File: src/rtl/pps_ts_pkg.sv
package pps_ts_pkg;
  localparam int RD_W   = 32;
  localparam int ADDR_W = 3;

  typedef enum logic [ADDR_W-1:0] {
    ADDR_STATUS = 3'd0,
    ADDR_PPS_LO = 3'd1,
    ADDR_PPS_HI = 3'd2,
    ADDR_EVT_LO = 3'd3,
    ADDR_EVT_HI = 3'd4
  } ts_addr_e;

  localparam int ST_PPS_VLD  = 0;
  localparam int ST_PPS_OVR  = 1;
  localparam int ST_EVT_VLD  = 2;
  localparam int ST_EVT_OVR  = 3;
  localparam int ST_ARMED    = 4;
  localparam int ST_RSY_DONE = 5;

  typedef struct packed {
    logic rsy_done;
    logic armed;
    logic evt_ovr;
    logic evt_vld;
    logic pps_ovr;
    logic pps_vld;
  } ts_status_t;
endpackage

File: src/rtl/pps_sync_edge.sv
module pps_sync_edge #(
  parameter int STAGES = 2
) (
  input  logic clk_i,
  input  logic rst_ni,
  input  logic async_i,
  output logic rise_o
);
  logic [STAGES-1:0] sync_q;
  logic              prev_q;

  always_ff @(posedge clk_i or negedge rst_ni) begin
    if (!rst_ni) sync_q[0] <= 1'b0;
    else         sync_q[0] <= async_i;
  end

  for (genvar i = 1; i < STAGES; i++) begin : g_stage
    always_ff @(posedge clk_i or negedge rst_ni) begin
      if (!rst_ni) sync_q[i] <= 1'b0;
      else         sync_q[i] <= sync_q[i-1];
    end
  end

  always_ff @(posedge clk_i or negedge rst_ni) begin
    if (!rst_ni) prev_q <= 1'b0;
    else         prev_q <= sync_q[STAGES-1];
  end

  assign rise_o = sync_q[STAGES-1] & ~prev_q;

  // a rising edge is never reported on two consecutive cycles
  assert_single_edge_R2: assert property (@(posedge clk_i) disable iff (!rst_ni)
    rise_o |=> !rise_o);
endmodule

File: src/rtl/ts_counter.sv
module ts_counter #(
  parameter int W = 48
) (
  input  logic         clk_i,
  input  logic         rst_ni,
  input  logic         clr_i,
  output logic [W-1:0] cnt_o
);
  logic [W-1:0] cnt_q;

  always_ff @(posedge clk_i or negedge rst_ni) begin
    if (!rst_ni)    cnt_q <= '0;
    else if (clr_i) cnt_q <= '0;
    else            cnt_q <= cnt_q + W'(1);
  end

  assign cnt_o = cnt_q;

  assert_cnt_step_R1: assert property (@(posedge clk_i) disable iff (!rst_ni)
    !clr_i |=> cnt_o == W'($past(cnt_o) + W'(1)));

  assert_cnt_clear_R4: assert property (@(posedge clk_i) disable iff (!rst_ni)
    clr_i |=> cnt_o == '0);
endmodule

File: src/rtl/ts_capture.sv
module ts_capture #(
  parameter int W = 48
) (
  input  logic         clk_i,
  input  logic         rst_ni,
  input  logic         cap_i,
  input  logic [W-1:0] data_i,
  input  logic         rd_clr_i,
  output logic [W-1:0] data_o,
  output logic         vld_o,
  output logic         ovr_o
);
  logic [W-1:0] data_q;
  logic         vld_q, ovr_q;
  logic         vld_d, ovr_d;

  always_comb begin
    vld_d = rd_clr_i ? 1'b0 : vld_q;
    ovr_d = rd_clr_i ? 1'b0 : ovr_q;
    if (cap_i) begin
      ovr_d = ovr_d | vld_d;
      vld_d = 1'b1;
    end
  end

  always_ff @(posedge clk_i or negedge rst_ni) begin
    if (!rst_ni) begin
      data_q <= '0;
      vld_q  <= 1'b0;
      ovr_q  <= 1'b0;
    end else begin
      if (cap_i) data_q <= data_i;
      vld_q <= vld_d;
      ovr_q <= ovr_d;
    end
  end

  assign data_o = data_q;
  assign vld_o  = vld_q;
  assign ovr_o  = ovr_q;

  assert_cap_valid_R6: assert property (@(posedge clk_i) disable iff (!rst_ni)
    cap_i |=> vld_o && data_o == $past(data_i));

  assert_cap_overrun_R6: assert property (@(posedge clk_i) disable iff (!rst_ni)
    cap_i && vld_o && !rd_clr_i |=> ovr_o);

  assert_read_clears_R6: assert property (@(posedge clk_i) disable iff (!rst_ni)
    rd_clr_i && !cap_i |=> !vld_o && !ovr_o);
endmodule

File: src/rtl/pps_timestamp.sv
module pps_timestamp
  import pps_ts_pkg::*;
#(
  parameter int CNT_W       = 48,
  parameter int SYNC_STAGES = 2
) (
  input  logic              clk_i,
  input  logic              rst_ni,
  input  logic              pps_i,
  input  logic              evt_i,
  input  logic              arm_i,
  input  logic              rd_en_i,
  input  logic [ADDR_W-1:0] rd_addr_i,
  output logic [RD_W-1:0]   rd_data_o
);
  localparam int PAD_W = 2 * RD_W;

  logic             pps_rise;
  logic [CNT_W-1:0] cnt;
  logic             armed_q, done_q;
  logic             rsy_fire, pps_cap;
  logic             pps_clr, evt_clr;
  logic [CNT_W-1:0] pps_data, evt_data;
  logic             pps_vld, pps_ovr, evt_vld, evt_ovr;
  logic [PAD_W-1:0] pps_pad, evt_pad;
  ts_status_t       status;

  pps_sync_edge #(.STAGES(SYNC_STAGES)) u_sync (
    .clk_i   (clk_i),
    .rst_ni  (rst_ni),
    .async_i (pps_i),
    .rise_o  (pps_rise)
  );

  assign rsy_fire = pps_rise & armed_q;
  assign pps_cap  = pps_rise & ~armed_q;

  ts_counter #(.W(CNT_W)) u_cnt (
    .clk_i  (clk_i),
    .rst_ni (rst_ni),
    .clr_i  (rsy_fire),
    .cnt_o  (cnt)
  );

  // one-shot resync; a new arm request wins over a same-cycle fire
  always_ff @(posedge clk_i or negedge rst_ni) begin
    if (!rst_ni) begin
      armed_q <= 1'b0;
      done_q  <= 1'b0;
    end else begin
      if (rsy_fire) begin
        armed_q <= 1'b0;
        done_q  <= 1'b1;
      end
      if (arm_i) begin
        armed_q <= 1'b1;
        done_q  <= 1'b0;
      end
    end
  end

  assign pps_clr = rd_en_i && (rd_addr_i == ADDR_PPS_HI);
  assign evt_clr = rd_en_i && (rd_addr_i == ADDR_EVT_HI);

  ts_capture #(.W(CNT_W)) u_pps_cap (
    .clk_i    (clk_i),
    .rst_ni   (rst_ni),
    .cap_i    (pps_cap),
    .data_i   (cnt),
    .rd_clr_i (pps_clr),
    .data_o   (pps_data),
    .vld_o    (pps_vld),
    .ovr_o    (pps_ovr)
  );

  ts_capture #(.W(CNT_W)) u_evt_cap (
    .clk_i    (clk_i),
    .rst_ni   (rst_ni),
    .cap_i    (evt_i),
    .data_i   (cnt),
    .rd_clr_i (evt_clr),
    .data_o   (evt_data),
    .vld_o    (evt_vld),
    .ovr_o    (evt_ovr)
  );

  always_comb begin
    pps_pad = '0;
    evt_pad = '0;
    pps_pad[CNT_W-1:0] = pps_data;
    evt_pad[CNT_W-1:0] = evt_data;
  end

  assign status = '{rsy_done: done_q, armed: armed_q, evt_ovr: evt_ovr,
                    evt_vld: evt_vld, pps_ovr: pps_ovr, pps_vld: pps_vld};

  always_comb begin
    rd_data_o = '0;
    case (rd_addr_i)
      ADDR_STATUS: rd_data_o[$bits(ts_status_t)-1:0] = status;
      ADDR_PPS_LO: rd_data_o = pps_pad[RD_W-1:0];
      ADDR_PPS_HI: rd_data_o = pps_pad[PAD_W-1:RD_W];
      ADDR_EVT_LO: rd_data_o = evt_pad[RD_W-1:0];
      ADDR_EVT_HI: rd_data_o = evt_pad[PAD_W-1:RD_W];
      default:     rd_data_o = '0;
    endcase
  end

  assert_resync_oneshot_R4: assert property (@(posedge clk_i) disable iff (!rst_ni)
    armed_q && pps_rise && !arm_i |=> !armed_q && done_q);

  assert_resync_no_sample_R4: assert property (@(posedge clk_i) disable iff (!rst_ni)
    armed_q && pps_rise |=> $stable(pps_data));

  assert_same_value_R7: assert property (@(posedge clk_i) disable iff (!rst_ni)
    evt_i && pps_rise && !armed_q |=> pps_data == evt_data);

  assert_arm_clears_done_R10: assert property (@(posedge clk_i) disable iff (!rst_ni)
    arm_i |=> armed_q && !done_q);
endmodule

File: config.mk
export PLATFORM = sky130hd
export DESIGN_NAME = pps_timestamp
export DESIGN_NICKNAME = d
export VERILOG_FILES = /design/src/rtl/pps_ts_pkg.sv /design/src/rtl/pps_sync_edge.sv /design/src/rtl/ts_counter.sv /design/src/rtl/ts_capture.sv /design/src/rtl/pps_timestamp.sv
export SDC_FILE = /design/constraint.sdc
export NUM_CORES = 1
export LEC_CHECK = 0
export ABC_AREA = 1
export ABC_CLOCK_PERIOD_IN_PS = 2200
export BUFFER_PORTS_ARGS = -buffer_cell sky130_fd_sc_hd__buf_2
export CAP_MARGIN = 10
export CORE_MARGIN = 8
export CORE_UTILIZATION = 55
export CTS_CLUSTER_DIAMETER = 200
export DETAILED_ROUTE_END_ITERATION = 10
export PLACE_DENSITY = 0.75
export SYNTH_ARGS = -nofsm -noshare
export SYNTH_HDL_FRONTEND = slang
export SYNTH_SLANG_ARGS = --single-unit
File: constraint.sdc
create_clock -name clk_i -period 2.2 [get_ports clk_i]
set_clock_uncertainty 0.1 [all_clocks]
set_input_delay 0.22 -clock clk_i [delete_from_list [all_inputs] [get_ports clk_i]]
set_output_delay 0.22 -clock clk_i [all_outputs]
set_load 0.005 [all_outputs]
==> results by group, run 1 <==
Status
  – Status: complete, no violations

Synth
  – Register area share after synthesis: 51.9%
  – Syn_area_per_cell: 7.80 µm²
  – Largest family of logic cells by synthesized area: simple AND/OR/NAND/NOR gates
  – Cell variety after synth: 28
  – Post-Syn Area: between 0.007 and 0.008 mm²
  – Flops & latches, synth: between 150 and 200
  – Post-synth top area cell: dfrtp_1
  – Synth Area in Compound Gates: between 10% and 20%
  – Largest cells by area after synthesis: dfrtp_1 52%, nand2_1 14%, o21ai_0 7.9%
  – Post-synthesis simple-gate area fraction: about a quarter
  – Yosys top cell area share: 51.9%
  – Post-synthesis mux area share: 2.14%
  – Syn Nets: 957
  – Mapped Cells: approximately 950
  – Post-synthesis adder-cell area fraction: less than 1%
  – Yosys warning total: 0
  – Synth Area in XOR/XNOR: 0.237%

Flow run
  – Max Cap Viol: 0

Critical path
  – Data arrival, critical path: approximately 2.1 ns
  – Worst R2R Setup Slack: between 0.3 and 0.4 ns
  – CP Launch Type: flop
  – CP required: approximately 2.4 ns
  – Critical path fanouts, max: 6
  – Crit. End Element: flop
  – Path type of the worst setup path: flop to flop

CTS
  – Post-CTS Resized: 0
  – H-tree depth: 4
  – Clock Sink Count: roughly 150
  – Root Driver: clkbuf_16
  – Skew-Pair Late Insertion Delay: about 0.43 ns
  – CTS tree: built
  – CTS max path bufs: 2
  – Clk slew on worst S/H paths: roughly 0.06 ns
  – CTS Buf Count: 17
  – Setup bufs post-CTS: 0

Power
  – LEAKAGE: between 3 and 4 nW
  – Pwr/cell area: between 700 and 800 mW/mm²
  – Worst vdd ir: between 0.0005 and 0.0006 V
  – Power Total: 6.11 mW

Placement
  – Port bufs: 40
  – GP Congestion: approximately 0.94
  – Detailed Place HPWL: between 10000 and 15000 µm

Detailed routing
  – DRT iter0 DRCs: a little over 600
  – Post-route DRC violation count: 0
  – Via count: 6461
  – Via density: between 5 and 6
  – DRT Pass-1 Iters: 5
  – WL final: around 20000 µm
  – DR WL/cell: approximately 17 µm
  – Routed Antenna Nets: 0

Worst hold path
  – Hold WC Path Type: primary input to flop

Layout
  – Most frequent cells in the layout: 271 x nand2_1, 153 x dfrtp_1, 117 x o21ai_0
  – Synth-to-Final Area Change: 13.9%
  – Most common library cell in the layout ignoring fill and taps: nand2_1
  – Layout Nets: ~1000
  – Share of post-route cells with drive strength above 1: a little under an eighth
  – Antenna fix cells: 0

Global route
  – GR Overflow Total: 0
  – Largest net degree at the start of global routing: between 50 and 60
  – Global-route wire length before repair: approximately 33000 µm
  – Initial antenna violation count: 0
  – Number of global-route vias before repair: around 6400
  – Overall global routing resource usage: 23.4%

Timing
  – Fmax: 528 MHz
  – Hold Vio Cnt, Final: 0
  – Final period utilization: a little under nine tenths
  – Period minus WS final: between 1.5 and 2 ns
  – Setup Total Neg Slack: 0 ns
  – Slew Limit Fails: 0
  – Setup-failing EPs final: 0
  – RSZ-0062 raised after global routing: no
  – Slew HR: between 50% and 60%
  – Slew of the pin with the lowest slew margin: slightly above 0.6 ns

Floorplan
  – I/O pin total: slightly above 40
  – Full die area: 0.0174 mm²
  – Starting density of the core: between 50% and 60%
  – Core area: around 0.013 mm²
  – Die Y: 132 µm
  – Die width: around 130 µm
  – Row count: 42
[synth_stat cells (all sizes together)]
| cell | n |
|---|---|
| a21oi | 29 |
| and2 | 1 |
| buf | 6 |
| clkbuf | 27 |
| dfrtp | 153 |
| ha | 1 |
| inv | 113 |
| mux2 | 14 |
| nand2 | 275 |
| nand3 | 37 |
| nand3b | 2 |
| nand4 | 9 |
| nor2 | 120 |
| nor3 | 12 |
| o2111ai | 10 |
| o21a | 3 |
| o21ai | 126 |
| o21bai | 1 |
| o22ai | 6 |
| xor2 | 2 |
[through the flow]
step	worst slack, ns	hold WS (ns)	cells	instance area [µm²]	utilization (%)
2_1_floorplan	0.680	-0.176	947	7380	-
3_3_place_gp	0.425	0.0857	1143	7840	59.4
3_5_place_dp	0.369	0.0892	1143	7840	59.4
4_1_cts	0.350	0.0532	1178	8410	63.7
5_1_grt	0.181	0.108	1178	8410	63.7
6_report	0.306	0.0739	1178	8410	63.7
[layer usage]
| metal | share of wire [%] | wire length, µm | up-vias | global-route usage (%) |
|---|---|---|---|---|
| met5 | 0 | 0 | - | 0 |
| met4 | 2.3 | 445 | 0 | 8.36 |
| met3 | 6.2 | 1210 | 36 | 5.14 |
| met2 | 48 | 9510 | 205 | 39.2 |
| met1 | 43 | 8510 | 3116 | 29.3 |
| li1 | - | - | 3104 | - |
[where the power goes]
group          internal [mW]  switching (mW)
clock network           1.54            1.15
logic                  0.128           0.279
registers               2.92          0.0877
total                   4.59            1.52
[state kept, by name, indices dropped and copies added (netlist names)]
signal,cells
u_cnt.cnt_o,48
u_evt_cap.ovr_o,1
u_pps_cap.vld_o,1
u_evt_cap.data_o,48
u_pps_cap.ovr_o,1
done_q,1
u_pps_cap.data_o,48
u_sync.sync_q,2
armed_q,1
u_sync.prev_q,1
u_evt_cap.vld_o,1
[final cells by class]
cell class | count | area, µm²
Clock inverter | 13 | 105
Inverter | 113 | 424
Multi-Input combinational cell | 648 | 3000
Timing Repair Buffer | 56 | 397
Tap cell | 176 | 220
Sequential cell | 153 | 3830
Fill cell | 1171 | 4780
Clock buffer | 19 | 433
[final timing paths]
path	start	end	depth (start not counted)
hold reg to reg	u_sync.sync_q[0]	u_sync.sync_q[1]	0
setup / recovery	u_cnt.cnt_o[1]	u_cnt.cnt_o[44]	8
min in group asynchronous	rst_ni	u_evt_cap.data_o[18]	2
max in group asynchronous	rst_ni	u_evt_cap.data_o[12]	3
hold / removal	rd_en_i	u_evt_cap.ovr_o	4
setup reg to reg	u_cnt.cnt_o[1]	u_cnt.cnt_o[44]	8
[repair_timing]
action	in CTS	in global routing
endpoints found under the hold margin	48	0
setup endpoints to repair	0	0
hold buffers	3	0
[critical path, cell delays in order (launching register included)]
cell and delay (ns):
dfrtp_1 0.38, ha_1 0.20, nand2_1 0.10, nor2_2 0.16, nand2_2 0.16, nor2_1 0.25
nand3_1 0.16, nor3_1 0.18, nor2_1 0.07
[cells by family after synthesis]
group / count (synthesis)
adders and majority gates: 1
muxes: 14
xor gates and xnor gates: 2
AOI/OAI and AO/OA: 175
and+or+nand+nor: 456
buffers and inverters: 146
DFF: 153
Note: power is estimated with default switching activity, not from simulation.
==> inputs of run 2 (changes only) <==
- PLACE_DENSITY: 0.75 -> 0.77
- RECOVER_POWER: unset -> 50
==> results by group, run 2 (synthesis results as in run 1) <==
Global route
  – GR Overflow Total: 0
  – Global-route wire length before repair: 33100 µm
  – Largest net degree at the start of global routing: 85
  – Initial antenna violation count: 0
  – Overall global routing resource usage: 23.6%
  – Number of global-route vias before repair: 6528

Critical path
  – Path type of the worst setup path: flop to flop
  – R2R depth: 8
  – Crit. End Element: flop
  – Crit path to: u_cnt.cnt_o[34]
  – Critical path fanouts, max: 4
  – Reg-to-reg critical path startpoint: u_cnt.cnt_o[1]
  – RR Endpoint: u_cnt.cnt_o[34]
  – CP required: roughly 2.4 ns
  – CP Launch Type: flop
  – Crit path launch: u_cnt.cnt_o[1]
  – Worst R2R Setup Slack: approximately 0.33 ns
  – Data arrival, critical path: 2.08 ns

Layout
  – Synth-to-Final Area Change: 13.8%
  – Util after Layout: a little under two thirds
  – Share of post-route cells with drive strength above 1: 11.3%
  – Most frequent cells in the layout: 271 x nand2_1, 153 x dfrtp_1, 117 x o21ai_0
  – Most common library cell in the layout ignoring fill and taps: nand2_1
  – Antenna fix cells: 0
  – Layout Nets: 1000

Detailed routing
  – Routed Antenna Nets: 0
  – DRT Pass-1 Iters: 5
  – DR WL/cell: 16.7 µm
  – Via density: approximately 5.5
  – DRT iter0 DRCs: approximately 550
  – Via count: around 6500
  – Post-route DRC violation count: 0
  – WL final: slightly below 20000 µm

Floorplan
  – Die width: around 130 µm
  – Starting density of the core: 56.0%
  – Full die area: roughly 0.017 mm²
  – I/O pin total: just over 40
  – Die Y: roughly 130 µm
  – Row count: 42
  – Core area: 0.0132 mm²

Placement
  – GP Congestion: between 0.9 and 1
  – Detailed Place HPWL: between 10000 and 15000 µm
  – Port bufs: 40

Timing
  – Final period utilization: between 80% and 90%
  – Fmax: 534 MHz
  – RSZ-0062 raised after global routing: no
  – Setup-failing EPs final: 0
  – Hold Vio Cnt, Final: 0
  – Setup Total Neg Slack: 0 ns
  – Slew HR: ~6.5%
  – Period minus WS final: between 1.5 and 2 ns
  – Slew Limit Fails: 0
  – Slew of the pin with the lowest slew margin: between 1 and 1.5 ns

CTS
  – Clock Sink Count: around 150
  – CTS Buf Count: 17
  – Post-CTS Resized: 0
  – CTS tree: built
  – CTS max path bufs: 2
  – Skew-Pair Late Insertion Delay: 0.42 ns
  – Clk slew on worst S/H paths: 0.06 ns
  – Setup bufs post-CTS: 0
  – Hold-fix buffers, CTS: 3
  – H-tree depth: 4
  – Root Driver: clkbuf_16

Power
  – Pwr/cell area: roughly 740 mW/mm²
  – LEAKAGE: roughly 3.7 nW
  – Worst vdd ir: between 0.0005 and 0.0006 V
  – Power Total: approximately 6.2 mW

Status
  – Status: complete, no violations

Worst hold path
  – Hold WC Path Type: primary input to flop

Flow run
  – Max Cap Viol: 0
run 2: cell types whose count changed in the layout (fill, tap and decap cells not counted), moves of 2 or more:
cell	delta
buf_12	-2
clkbuf_1	+5
clkbuf_2	+2
clkbuf_8	+2
clkinvlp_4	-2
run 2: final cells by class:
cell class	count	area, µm²
clock buffers	23	468
clock inverters	9	97.6
fillers	1151	4790
inverters	113	424
multi-input cells	648	3000
flip-flops and latches	153	3830
well taps	176	220
repair buffers	57	365
run 2: through the flow:
step | hold WS [ns] | instance area (µm²) | worst slack (ns) | cells
3_5_place_dp | 0.107 | 7830 | 0.391 | 1144
2_1_floorplan | -0.176 | 7380 | 0.680 | 947
3_3_place_gp | 0.106 | 7830 | 0.427 | 1144
5_1_grt | 0.0928 | 8400 | 0.113 | 1179
6_report | 0.0822 | 8400 | 0.328 | 1179
4_1_cts | 0.0405 | 8430 | 0.377 | 1179
run 2: worst max-delay path: stages (launching register included):
cell,delay [ns]
dfrtp_1,0.39
ha_1,0.21
nand2_1,0.11
nor2_2,0.17
nand3_1,0.23
nor2_1,0.29
nand3_1,0.13
nand2_1,0.08
nor2_1,0.04
run 2: worst min-delay path by stage:
| stage | start | to | cells past startpoint |
|---|---|---|---|
| 5_1_grt | rd_en_i | u_evt_cap.ovr_o | 4 |
| 3_5_place_dp | rst_ni | u_evt_cap.data_o[19] | 1 |
| 4_1_cts | evt_i | u_evt_cap.data_o[1] | 2 |
| 2_1_floorplan | rst_ni | armed_q | 0 |
| 6_report | rd_en_i | u_evt_cap.ovr_o | 4 |
| 3_3_place_gp | rst_ni | u_evt_cap.data_o[19] | 1 |
run 2: layer usage:
layer / vias up / routed length, µm / global-route usage (%)
li1: 3105 / - / -
met1: 3165 / 8310 / 29.4
met2: 223 / 9790 / 39.1
met3: 46 / 1090 / 4.31
met4: 0 / 546 / 10.8
met5: - / 0 / 0
run 2: where the power goes:
part,switching [mW],internal (mW)
sequential,0.0859,2.92
combinational,0.280,0.122
clock,1.11,1.72
==> inputs of run 3 (changes only) <==
- ABC_CLOCK_PERIOD_IN_PS: 2200 -> 2100
- CELL_PAD_IN_SITES_DETAIL_PLACEMENT: unset -> 1
- CELL_PAD_IN_SITES_GLOBAL_PLACEMENT: unset -> 1
- CORE_UTILIZATION: 55 -> 46
- PLACE_DENSITY: 0.77 -> 0.84
- clock period: 2.2 -> 2.1 ns (I/O delays scaled with it)
==> results by group, run 3 (synthesis results as in run 1) <==
Critical path
  – R2R depth: 9
  – CP max stage delay: between 0.4 and 0.5 ns
  – CP bufs+invs: 0
  – RR Endpoint: u_cnt.cnt_o[46]
  – Crit path cell chain: ha_1 -> nand2_1 -> nor2_4 -> nand2_1 -> nor2_4 -> nand2_1 -> nor2_1 -> nor2_1 -> nor2_1
  – Slowest-stage cell, CP: dfrtp_1
  – Worst R2R Setup Slack: 0.15 ns
  – CP required: 2.36 ns
  – Path type of the worst setup path: flop to flop
  – Critical path fanouts, max: 4
  – CP Launch Type: flop
  – Data arrival, critical path: 2.21 ns
  – Crit path max-delay family: simple AND/OR/NAND/NOR gates
  – Crit. End Element: flop
  – Reg-to-reg critical path startpoint: u_cnt.cnt_o[1]

Power
  – Power Total: around 7 mW
  – Clock power share: 47.0%
  – Comb power frac: 6.8%
  – Register share of total power: a little under half
  – Pwr/cell area: 802 mW/mm²
  – P_int: ~5.1 mW
  – Worst vdd ir: between 0.0005 and 0.0006 V
  – LEAKAGE: around 3.8 nW
  – Sw Pwr: 1.74 mW
  – Sw frac: roughly a quarter

Global route
  – Initial antenna violation count: 0
  – GR Overflow Total: 0
  – Global-route wire length before repair: around 39000 µm
  – Overall global routing resource usage: 24.7%
  – Number of global-route vias before repair: between 7000 and 8000
  – Largest net degree at the start of global routing: 57

Placement
  – Detailed Place HPWL: 16000 µm
  – Port bufs: 40
  – GP Congestion: slightly below 0.9

Layout
  – Register area: between 0.003 and 0.004 mm²
  – FILL cells: 1999
  – Most common library cell in the layout ignoring fill and taps: nand2_1
  – Layout Nets: 1004
  – Multi-input logic area: approximately 0.003 mm²
  – Antenna fix cells: 0
  – Most frequent cells in the layout: 271 x nand2_1, 153 x dfrtp_1, 117 x o21ai_0
  – Synth-to-Final Area Change: 15.6%
  – Share of post-route cells with drive strength above 1: between 10% and 20%

Timing
  – Setup Total Neg Slack: 0 ns
  – Hold Vio Cnt, Final: 0
  – Fmax: around 500 MHz
  – Slew HR: a little under a quarter
  – Slew Limit Fails: 0
  – Period minus WS final: 1.95 ns
  – Slew of the pin with the lowest slew margin: 1.16 ns
  – Setup-failing EPs final: 0
  – RSZ-0062 raised after global routing: no
  – Final period utilization: about 93%

CTS
  – Clk slew on worst S/H paths: roughly 0.06 ns
  – Clock Sink Count: 153
  – Skew-Pair Late Insertion Delay: 0.44 ns
  – CTS tree: built
  – CTS max path bufs: 2
  – H-tree depth: 4
  – CTS Buf Count: 17
  – Root Driver: clkbuf_16

Floorplan
  – Row count: 46
  – Core area: 0.0158 mm²
  – Die width: 143 µm
  – Starting density of the core: between 40% and 50%
  – Die Y: 143 µm
  – I/O pin total: 41
  – Full die area: ~0.020 mm²

Worst hold path
  – Hold Crit Start: rd_en_i
  – Worst Hold Endpoint: u_evt_cap.ovr_o
  – WHS Path Cells: 4
  – Hold WC Path Type: primary input to flop

Detailed routing
  – WL final: approximately 23000 µm
  – DRT iter0 DRCs: between 500 and 600
  – DRT Pass-1 Iters: 5
  – Post-route DRC violation count: 0
  – Via count: 6691
  – Via density: 5.47
  – Routed Antenna Nets: 0
  – DR WL/cell: about 19 µm

Status
  – Status: complete, no violations

Flow run
  – Max Cap Viol: 0
## run 3: cell type report
cell class | instances | share of cell area [%]
flip-flops and latches | 153 | 44.9
inverters | 113 | 4.97
clock inverters | 14 | 2.04
multi-input cells | 648 | 35.3
clock buffers | 18 | 5.15
repair buffers | 61 | 4.56
well taps | 216 | 3.17
## run 3: routing by layer
layer	global-route usage, %	up-vias	part of all wire, %
met4	9.06	0	2.4
met3	5.88	38	4.9
met2	40.4	169	49
li1	-	3126	-
met1	31.2	3358	44
met5	0	-	0
## run 3: worst max-delay path by stage
stage	endpoint	depth (start not counted)	startpoint
finish	u_cnt.cnt_o[46]	9	u_cnt.cnt_o[1]
global route	u_cnt.cnt_o[42]	8	u_cnt.cnt_o[1]
CTS	u_cnt.cnt_o[44]	8	u_cnt.cnt_o[1]
detailed placement	u_cnt.cnt_o[44]	8	u_cnt.cnt_o[1]
global placement	u_cnt.cnt_o[44]	8	u_cnt.cnt_o[1]
floorplan	u_cnt.cnt_o[44]	8	u_cnt.cnt_o[1]
## run 3: timing repair
action | CTS | global route
buffers inserted | 0 | 0
hold buffers | 3 | 0
endpoints found under the hold margin | 47 | 0
resized for setup | 0 | 3
endpoints found under the setup margin | 0 | 6
## run 3: tightest hold or removal path, delay by kind of cell
family,cells,cell delay (ns)
compound gates,2,0.16
buf+inv,2,0.18
## run 3: through the flow
| step | hold slack (ns) | worst slack, ns | area (µm²) | utilization [%] | instances |
|---|---|---|---|---|---|
| after floorplan | -0.186 | 0.580 | 7380 | - | 947 |
| after global placement | 0.0714 | 0.197 | 7910 | 50.2 | 1188 |
| after detailed placement | 0.0758 | 0.143 | 7910 | 50.2 | 1188 |
| after CTS | 0.0510 | 0.109 | 8560 | 54.3 | 1223 |
| after global routing | 0.0997 | 0.0117 | 8530 | 54.1 | 1223 |
| final | 0.0566 | 0.146 | 8530 | 54.1 | 1223 |
## run 3: power groups by stage
stage	logic, mW	clock network [mW]	registers, mW
2_1_floorplan	0.247	0	3.18
3_3_place_gp	0.443	0	3.19
3_5_place_dp	0.465	0	3.20
4_1_cts	0.479	3.26	3.15
5_1_grt	0.531	3.37	3.17
6_report	0.468	3.22	3.16
